`config.mk`:
```
export PLATFORM = sky130hd
export DESIGN_NAME = pll_rate_calc
export DESIGN_NICKNAME = d
export VERILOG_FILES = /design/src/rtl/pll_rate_pkg.sv /design/src/rtl/pll_rate_fields.sv /design/src/rtl/pll_rate_div.sv /design/src/rtl/pll_rate_calc.sv
export SDC_FILE = /design/constraint.sdc
export NUM_CORES = 2
export LEC_CHECK = 0
export CAP_MARGIN = 15
export CORE_MARGIN = 8
export CORE_UTILIZATION = 31
export DETAILED_ROUTE_END_ITERATION = 12
export GPL_TIMING_DRIVEN = 0
export PLACE_DENSITY_LB_ADDON = 0.25
export SETUP_SLACK_MARGIN = 0.4
export SYNTH_ARGS = -nofsm -noshare
export SYNTH_HDL_FRONTEND = slang
export SYNTH_SLANG_ARGS = --single-unit
```
`constraint.sdc`:
```
create_clock -name clk_i -period 7.7 [get_ports clk_i]
set_input_delay 0.77 -clock clk_i [delete_from_list [all_inputs] [get_ports clk_i]]
set_output_delay 0.77 -clock clk_i [all_outputs]
set_load 0.01 [all_outputs]
```
`src/rtl/pll_rate_pkg.sv`:
```
package pll_rate_pkg;

  typedef enum logic [2:0] {
    ST_IDLE,
    ST_LOAD,
    ST_FRAC,
    ST_SUM,
    ST_POST
  } calc_st_e;

  function automatic int unsigned max_u(input int unsigned a, input int unsigned b);
    return (a > b) ? a : b;
  endfunction

endpackage

```
`src/rtl/pll_rate_fields.sv`:
```
module pll_rate_fields #(
  parameter int unsigned WORD_W     = 32,
  parameter int unsigned L_W        = 10,
  parameter int unsigned MN_W       = 19,
  parameter int unsigned PDIV_SHIFT = 20,
  parameter int unsigned PDIV_W     = 2,
  localparam int unsigned PD_W      = (PDIV_W > 0) ? PDIV_W : 1
) (
  input  logic [WORD_W-1:0] l_i,
  input  logic [WORD_W-1:0] m_i,
  input  logic [WORD_W-1:0] n_i,
  input  logic [WORD_W-1:0] cfg_i,
  output logic [L_W-1:0]    l_o,
  output logic [MN_W-1:0]   m_o,
  output logic [MN_W-1:0]   n_o,
  output logic [PD_W-1:0]   pdiv_o
);

  localparam logic [WORD_W-1:0] L_MASK  = (WORD_W'(1) << L_W) - WORD_W'(1);
  localparam logic [WORD_W-1:0] MN_MASK = (WORD_W'(1) << MN_W) - WORD_W'(1);

  assign l_o = L_W'(l_i & L_MASK);
  assign m_o = MN_W'(m_i & MN_MASK);
  assign n_o = MN_W'(n_i & MN_MASK);

  generate
    if (PDIV_W > 0) begin : g_pdiv
      localparam logic [WORD_W-1:0] PD_MASK = (WORD_W'(1) << PDIV_W) - WORD_W'(1);
      assign pdiv_o = PD_W'((cfg_i >> PDIV_SHIFT) & PD_MASK);
    end else begin : g_no_pdiv
      logic unused_cfg;
      assign unused_cfg = ^cfg_i;
      assign pdiv_o     = '0;
    end
  endgenerate

endmodule

```
`src/rtl/pll_rate_div.sv`:
```
// Restoring divider, one quotient bit per cycle.
module pll_rate_div #(
  parameter int unsigned DVD_W = 52,
  parameter int unsigned DVS_W = 19,
  localparam int unsigned CNT_W = $clog2(DVD_W + 1)
) (
  input  logic             clk_i,
  input  logic             rst_ni,
  input  logic             load_i,
  input  logic [DVD_W-1:0] dvd_i,
  input  logic [DVS_W-1:0] dvs_i,
  output logic             done_o,
  output logic [DVD_W-1:0] quot_o
);

  logic [DVD_W-1:0] q_q;
  logic [DVS_W-1:0] rem_q, dvs_q;
  logic [CNT_W-1:0] cnt_q;
  logic             run_q, done_q;

  logic [DVS_W:0]   rem_sh;
  logic [DVS_W+1:0] diff;
  logic             fits;

  assign rem_sh = {rem_q, q_q[DVD_W-1]};
  assign diff   = {1'b0, rem_sh} - {2'b00, dvs_q};
  assign fits   = ~diff[DVS_W+1];

  always_ff @(posedge clk_i or negedge rst_ni) begin
    if (!rst_ni) begin
      q_q    <= '0;
      rem_q  <= '0;
      dvs_q  <= '0;
      cnt_q  <= '0;
      run_q  <= 1'b0;
      done_q <= 1'b0;
    end else if (load_i) begin
      q_q    <= dvd_i;
      rem_q  <= '0;
      dvs_q  <= dvs_i;
      cnt_q  <= '0;
      run_q  <= 1'b1;
      done_q <= 1'b0;
    end else if (run_q) begin
      q_q   <= {q_q[DVD_W-2:0], fits};
      rem_q <= fits ? diff[DVS_W-1:0] : rem_sh[DVS_W-1:0];
      cnt_q <= cnt_q + CNT_W'(1);
      if (cnt_q == CNT_W'(DVD_W - 1)) begin
        run_q  <= 1'b0;
        done_q <= 1'b1;
      end
    end else begin
      done_q <= 1'b0;
    end
  end

  assign done_o = done_q;
  assign quot_o = q_q;

endmodule

```
`src/rtl/pll_rate_calc.sv`:
```
module pll_rate_calc
  import pll_rate_pkg::*;
#(
  parameter int unsigned REF_W      = 32,
  parameter int unsigned WORD_W     = 32,
  parameter int unsigned L_W        = 10,
  parameter int unsigned MN_W       = 19,
  parameter int unsigned PDIV_SHIFT = 20,
  parameter int unsigned PDIV_W     = 2,
  parameter int unsigned OUT_W      = 32
) (
  input  logic              clk_i,
  input  logic              rst_ni,
  input  logic              start_i,
  input  logic [REF_W-1:0]  ref_i,
  input  logic [WORD_W-1:0] l_i,
  input  logic [WORD_W-1:0] m_i,
  input  logic [WORD_W-1:0] n_i,
  input  logic [WORD_W-1:0] cfg_i,
  output logic              busy_o,
  output logic              done_o,
  output logic [OUT_W-1:0]  rate_o
);

  localparam int unsigned ACC_W    = REF_W + max_u(L_W, MN_W) + 1;
  localparam int unsigned PD_W     = (PDIV_W > 0) ? PDIV_W : 1;
  localparam int unsigned DVS_W    = max_u(MN_W, PDIV_W + 1);
  localparam bit          HAS_POST = (PDIV_W > 0);

  logic [L_W-1:0]  l_f;
  logic [MN_W-1:0] m_f, n_f;
  logic [PD_W-1:0] pd_f;

  pll_rate_fields #(
    .WORD_W(WORD_W), .L_W(L_W), .MN_W(MN_W),
    .PDIV_SHIFT(PDIV_SHIFT), .PDIV_W(PDIV_W)
  ) u_fields (
    .l_i(l_i), .m_i(m_i), .n_i(n_i), .cfg_i(cfg_i),
    .l_o(l_f), .m_o(m_f), .n_o(n_f), .pdiv_o(pd_f)
  );

  calc_st_e         st_q;
  logic [REF_W-1:0] ref_q;
  logic [L_W-1:0]   l_q;
  logic [MN_W-1:0]  m_q, n_q;
  logic [PD_W-1:0]  pd_q;
  logic [ACC_W-1:0] acc_q;
  logic [OUT_W-1:0] rate_q;
  logic             done_q;

  logic             div_load, div_done;
  logic [ACC_W-1:0] div_dvd, div_quot;
  logic [DVS_W-1:0] div_dvs;

  always_comb begin
    div_load = 1'b0;
    div_dvd  = ACC_W'(ref_q) * ACC_W'(m_q);
    div_dvs  = DVS_W'(n_q);
    if (st_q == ST_LOAD && n_q != '0) begin
      div_load = 1'b1;
    end else if (st_q == ST_SUM && HAS_POST) begin
      div_load = 1'b1;
      div_dvd  = acc_q;
      div_dvs  = DVS_W'(pd_q) + DVS_W'(1);
    end
  end

  pll_rate_div #(.DVD_W(ACC_W), .DVS_W(DVS_W)) u_div (
    .clk_i(clk_i), .rst_ni(rst_ni), .load_i(div_load),
    .dvd_i(div_dvd), .dvs_i(div_dvs),
    .done_o(div_done), .quot_o(div_quot)
  );

  always_ff @(posedge clk_i or negedge rst_ni) begin
    if (!rst_ni) begin
      st_q   <= ST_IDLE;
      ref_q  <= '0;
      l_q    <= '0;
      m_q    <= '0;
      n_q    <= '0;
      pd_q   <= '0;
      acc_q  <= '0;
      rate_q <= '0;
      done_q <= 1'b0;
    end else begin
      done_q <= 1'b0;
      unique case (st_q)
        ST_IDLE: if (start_i) begin
          ref_q <= ref_i;
          l_q   <= l_f;
          m_q   <= m_f;
          n_q   <= n_f;
          pd_q  <= pd_f;
          st_q  <= ST_LOAD;
        end
        ST_LOAD: begin
          acc_q <= ACC_W'(ref_q) * ACC_W'(l_q);
          st_q  <= (n_q != '0) ? ST_FRAC : ST_SUM;
        end
        ST_FRAC: if (div_done) begin
          acc_q <= acc_q + div_quot;
          st_q  <= ST_SUM;
        end
        ST_SUM: begin
          if (HAS_POST) begin
            st_q <= ST_POST;
          end else begin
            rate_q <= acc_q[OUT_W-1:0];
            done_q <= 1'b1;
            st_q   <= ST_IDLE;
          end
        end
        ST_POST: if (div_done) begin
          rate_q <= div_quot[OUT_W-1:0];
          done_q <= 1'b1;
          st_q   <= ST_IDLE;
        end
        default: st_q <= ST_IDLE;
      endcase
    end
  end

  assign busy_o = (st_q != ST_IDLE);
  assign done_o = done_q;
  assign rate_o = rate_q;

endmodule

```
# Word level (Yosys, flattened, before mapping)

Cells that the tools add are included.

Register bits: 268
Bits of input ports: 163
Output and inout bits: 34
Logic and storage cells: 69

Add/sub/neg operators: 4
$mul: 2
Equality and inequality tests: 9
Multiplexer cells: 28
Bitwise operators: 1
Reductions and logical operators: 10

Operator list:

| operator              | count |
|---|---|
| $mux W52              | 5 |
| $pmux W52 S2          | 1 |
| $mux W19              | 5 |
| $add A52 B52 Y52      | 1 |
| $mul A32 B19 Y51      | 1 |
| $mul A32 B10 Y42      | 1 |
| $sub A20 B19 Y21      | 1 |
| $reduce_bool A19 Y1   | 1 |
| $pmux W3 S5           | 1 |
| $mux W6               | 2 |
| $mux W1               | 11 |
| $mux W3               | 3 |
| $add A6 B1 Y6 const B | 1 |
| $eq A3 B2 Y1 const B  | 2 |
| $eq A6 B6 Y1 const B  | 1 |
| $reduce_and A2 Y1     | 3 |
| $ne A2 B1 Y1 const B  | 2 |
| $reduce_bool A2 Y1    | 2 |
| $add A2 B1 Y3 const B | 1 |
| $eq A3 B1 Y1 const B  | 1 |
| $eq A3 B3 Y1 const B  | 1 |
| $logic_not A3 Y1      | 1 |
| $ne A3 B3 Y1 const B  | 1 |
| $reduce_and A3 Y1     | 1 |
| other kinds (4)       | 4 |

# Longest topological paths before layout

Word-level depth: 4
Gate-level depth with buffers: 25
Mapped depth without buffers: 23

# Modules after synthesis

From an unflattened synthesis, not the netlist that was laid out.

Cell total of the unflattened synthesis: 5259
Area total of the unflattened synthesis: 46096.7 µm²

Modules (own cells, without submodules):

| module          | instances | cells each | area an instance (µm²) | sequential area each (µm²) |
|---|---|---|---|---|
| pll_rate_calc   | 1         | 4609       | 40163.5                | 4254.1 |
| pll_rate_div    | 1         | 600        | 5557.8                 | 2452.4 |
| pll_rate_fields | 1         | 50         | 375.4                  | 0.0 |

# Worst setup path after synthesis

No wires, ideal clock.

Kind: register -> register
Start: reg m_q[4]
End: reg u_div.q_q[47] (netlist: u_div.quot_o[47])
Setup time: 0.104 ns
Data arrival time: 6.250 ns
Required time: 7.596 ns
Setup slack: 1.347 ns
Cell stages (with the launch flop): 24
Path buffers: 2
Period minus slack after synthesis: 6.353 ns
Cells stage by stage: dfrtp_1 > clkbuf_1 > nand2_1 > fa_1 > fa_1 > fa_1 > inv_1 > fa_1 > fa_1 > inv_1 > fa_1 > inv_1 > ha_1 > clkbuf_1 > a21o_1 > a31o_2 > a31oi_1 > o21ai_0 > o32ai_1 > a2bb2oi_2 > a211oi_1 > a21oi_1 > xnor2_1 > a221oi_1

Word-level cells in the longest chain between the ends: 4

RTL lines:

| element                | line                | text |
|---|---|---|
| start, declared        | pll_rate_calc.sv:45 | `logic [MN_W-1:0] m_q, n_q;` |
| start signal, assigned | pll_rate_calc.sv:91 | `m_q <= m_f;` |
| $mul A32 B19 Y51 *     | pll_rate_calc.sv:57 | `div_dvd = ACC_W'(ref_q) * ACC_W'(m_q);` |
| $mux W52               | pll_rate_calc.sv:61 | `end else if (st_q == ST_SUM && HAS_POST) begin` |
| $mux W52 *             | pll_rate_calc.sv:59 | `if (st_q == ST_LOAD && n_q != '0) begin` |
| $mux W52 *             | pll_rate_div.sv:37  | `end else if (load_i) begin` |
| end signal, assigned   | pll_rate_div.sv:38  | `q_q <= dvd_i;` |
| end signal, assigned   | pll_rate_div.sv:45  | `q_q <= {q_q[DVD_W-2:0], fits};` |
| end, declared          | pll_rate_div.sv:16  | `logic [DVD_W-1:0] q_q;` |

Every way passes the cells marked *; elsewhere a longest branch is shown, timed or not.
A chain may end at the register's enable or synchronous reset.

# Worst setup path after layout

Start: reg ref_q[1]
End: reg u_div.q_q[46] (netlist: u_div.quot_o[46])

Word-level cells in the longest chain between the ends: 4

RTL lines:

| element                | line                | text |
|---|---|---|
| start, declared        | pll_rate_calc.sv:43 | `logic [REF_W-1:0] ref_q;` |
| start signal, assigned | pll_rate_calc.sv:89 | `ref_q <= ref_i;` |
| $mul A32 B19 Y51 *     | pll_rate_calc.sv:57 |  |
| $mux W52               | pll_rate_calc.sv:61 |  |
| $mux W52 *             | pll_rate_calc.sv:59 |  |
| $mux W52 *             | pll_rate_div.sv:37  |  |

Marks and branches as above.

==> results.py <==
metrics = {
    "status": {
        "status": "finished clean",
    },
    "yosys": {
        "synthesis.area_um2": 44800,
        "synth_ff_type": "dfrtp_1",
        "ys_warn_count": 0,
        "synth_enable_flop_cells": 0,
        "synth-seq-cells": 268,
        "yosysTopAreaCell": "fa_1",
        "ys_seq_area_share_pct": 15.0,
        "syn_inst": 5003,
        "ys_types": 85,
        "yosys-top-cells-area": "fa_1, dfrtp_1, ha_1",
        "syn_area_per_cell_um2": 8.95,
        "synth_top_area_share_pct": 33.5,
        "syn_nets": 6200,
        "synth-async-reset-ratio_pct": 100,
    },
    "timing": {
        "worst_pin_slew_ps": 1120,
        "drv_slew": 0,
        "fin_setup_tns_ps": 0,
        "setup_violations": 0,
        "fin_worst_skew_ps": 39.5,
        "grt_setup_unrepaired": "yes",
        "max-slew-margin-rel_pct": 25.5,
        "min_period_ps": 7150,
        "max_freq_ghz": 0.140,
        "fin_crit_sh_pct": 92.9,
        "finalHoldViolCount": 0,
    },
    "clock_tree": {
        "root_buffer": "clkbuf_16",
        "cts_hold_buffers": 0,
        "cts_tree": "yes",
        "clk_latency_ps": 620,
        "cts_sinks": 268,
        "clock_path_buffers": 3,
        "cts.clk_slew.worst_paths_ps": 60,
        "numCtsBuffers": 39,
        "h-tree-depth": 2,
    },
    "final_layout": {
        "layout_commonest_cell": "inv_1",
        "utilization_pct": 35.0,
        "areaGrowthSynthToFinish_pct": 12.2,
        "drive_gt1_share_pct": 7.50,
        "final_cell_mix": "inv_1, fa_1, nand2_1, and2_1, ha_1",
        "fin_nets": 6368,
    },
    "routing": {
        "viasPerCell": 5.09,
        "wire_per_inst_um": 22.6,
        "vias": 36200,
        "antenna_left": 0,
        "first_pass_iters": 6,
        "drc": 0,
        "wirelength_um": 161000,
        "drtIter0Drc": 2999,
    },
    "floorplanning": {
        "dieArea_um2": 157000,
        "ios": 197,
        "die_h_um": 396,
        "row_count": 139,
        "core-area_um2": 143000,
        "chipWidth_um": 396,
        "initial_core_util_pct": 31.2,
    },
    "critical_path": {
        "path_max_fanout": 10,
        "r2r_cells": 22,
        "crit_path_frequent_cell": "fa_1",
        "criticalPathCategory": "flop to flop",
        "cpMaxStageDelayCell": "clkbuf_1",
        "cp-start-kind": "flop",
        "cp_cell_sequence": "clkbuf_1, and2_1, fa_1, fa_1, fa_1, fa_1, fa_1, inv_1, fa_2, inv_1, ha_2, and3_1, buf_4, nand2_1, a211o_1, a31o_4, a21oi_4, a41oi_2, o31a_1, o21ai_2, xnor2_1, a221oi_2",
        "cp-startpoint": "ref_q[1]",
        "cpPeakStageDelay_ps": 610,
        "worstPathArrival_ps": 7680,
        "required_ps": 8230,
        "cp-end-kind": "flop",
        "r2r-start": "ref_q[1]",
        "ff2ff_setup_slack_ps": 550,
    },
    "grt": {
        "grt_max_degree": 98,
        "grt-ovfl-total": 0,
        "met2_usage_pct": 33.5,
        "met3_usage_pct": 2.99,
        "first_global_vias": 38200,
        "grt_pass1_wl_um": 244000,
        "antenna_found_initial": 16,
        "use_met1_pct": 27.4,
        "grt_use_total_pct": 20.5,
        "grt-busiest-layer": "met2",
    },
    "place": {
        "port_buffers": 118,
        "gp_congestion": 0.928,
        "hpwl_um": 131000,
    },
    "flow_run": {
        "maxCapViolCount": 0,
    },
    "hold_path": {
        "hold_path_class": "primary input to async pin",
    },
}
==> routing by layer <==
layer | wire length [um] | up-vias
met5 | 13 | -
met4 | 7230 | 2
met3 | 10800 | 279
met2 | 73400 | 1230
met1 | 69100 | 18600
li1 | - | 16100
==> Yosys cell counts (all sizes together) (38+ instances only) <==
cell,number
xor2,55
o21ai,177
fa,749
ha,285
nor3,47
o221ai,38
xnor2,77
mux2,116
a21oi,176
and2,434
nand2,687
inv,896
nor2,122
dfrtp,268
nand3,44
mux2i,60
a21o,108
clkbuf,276
==> what timing repair did <==
action                                  4_1_cts  5_1_grt
pin swaps                                     1        6
resized for setup                           106      188
setup buffers                                 1        5
endpoints found under the setup margin       27       24
==> state kept, by name (all words and copies together) (netlist names) <==
register / flops
m_q: 19
u_div.dvs_q: 19
l_q: 10
u_div.cnt_q: 6
u_div.run_q: 1
acc_q: 52
n_q: 19
u_div.done_o: 1
rate_o: 32
st_q: 3
u_div.quot_o: 52
ref_q: 32
u_div.rem_q: 19
done_o: 1
pd_q: 2
==> through the flow <==
stage	cells	hold WS, ps	worst slack [ps]	instance area, um2
after floorplan	5003	448	1350	44800
after global placement	7024	480	-7190	48300
after detailed placement	7027	473	-664	48400
after CTS	7098	124	355	50000
after global routing	7103	166	335	50200
final	7108	111	548	50200
==> final timing paths <==
| kind | endpoint |
|---|---|
| max in group asynchronous | m_q[3] |
| worst min register to register | acc_q[51] |
| min in group clk_i | acc_q[51] |
| worst max-delay path | u_div.quot_o[46] |
| worst max register to register | u_div.quot_o[46] |
| worst min-delay path | u_div.dvs_q[13] |
==> kinds of logic after synthesis <==
kind of cell             synth area share [%]
AND/OR/NAND/NOR                          16.1
buffers and inverters                    10.0
adder cells (fa/ha/maj)                  41.4
AO/OA/AOI/OAI                            10.6
flip-flops                               15.0
multiplexers                             4.26
XOR/XNOR                                 2.58
==> critical path, delay by kind of cell (launching register included) <==
family | cells | cell delay (ps)
fa+ha+maj | 7 | 3360
xor+xnor | 1 | 200
flops | 1 | 350
simple gates | 3 | 450
buf+inv | 4 | 870
compound gates | 7 | 1830
==> final cells by class <==
class / count / area (um2)
Multi-Input combinational cell: 3545 / 33700
Clock inverter: 21 / 282
Tap cell: 1903 / 2380
Clock buffer: 49 / 1060
Sequential cell: 268 / 6720
Antenna cell: 5 / 12.5
Buffer: 294 / 1380
Inverter: 896 / 3360
Fill cell: 15000 / 93200
Timing Repair Buffer: 127 / 1310
Power is not shown: default switching activity piles up to over one toggle a cycle in this logic, so the estimate is an artifact.
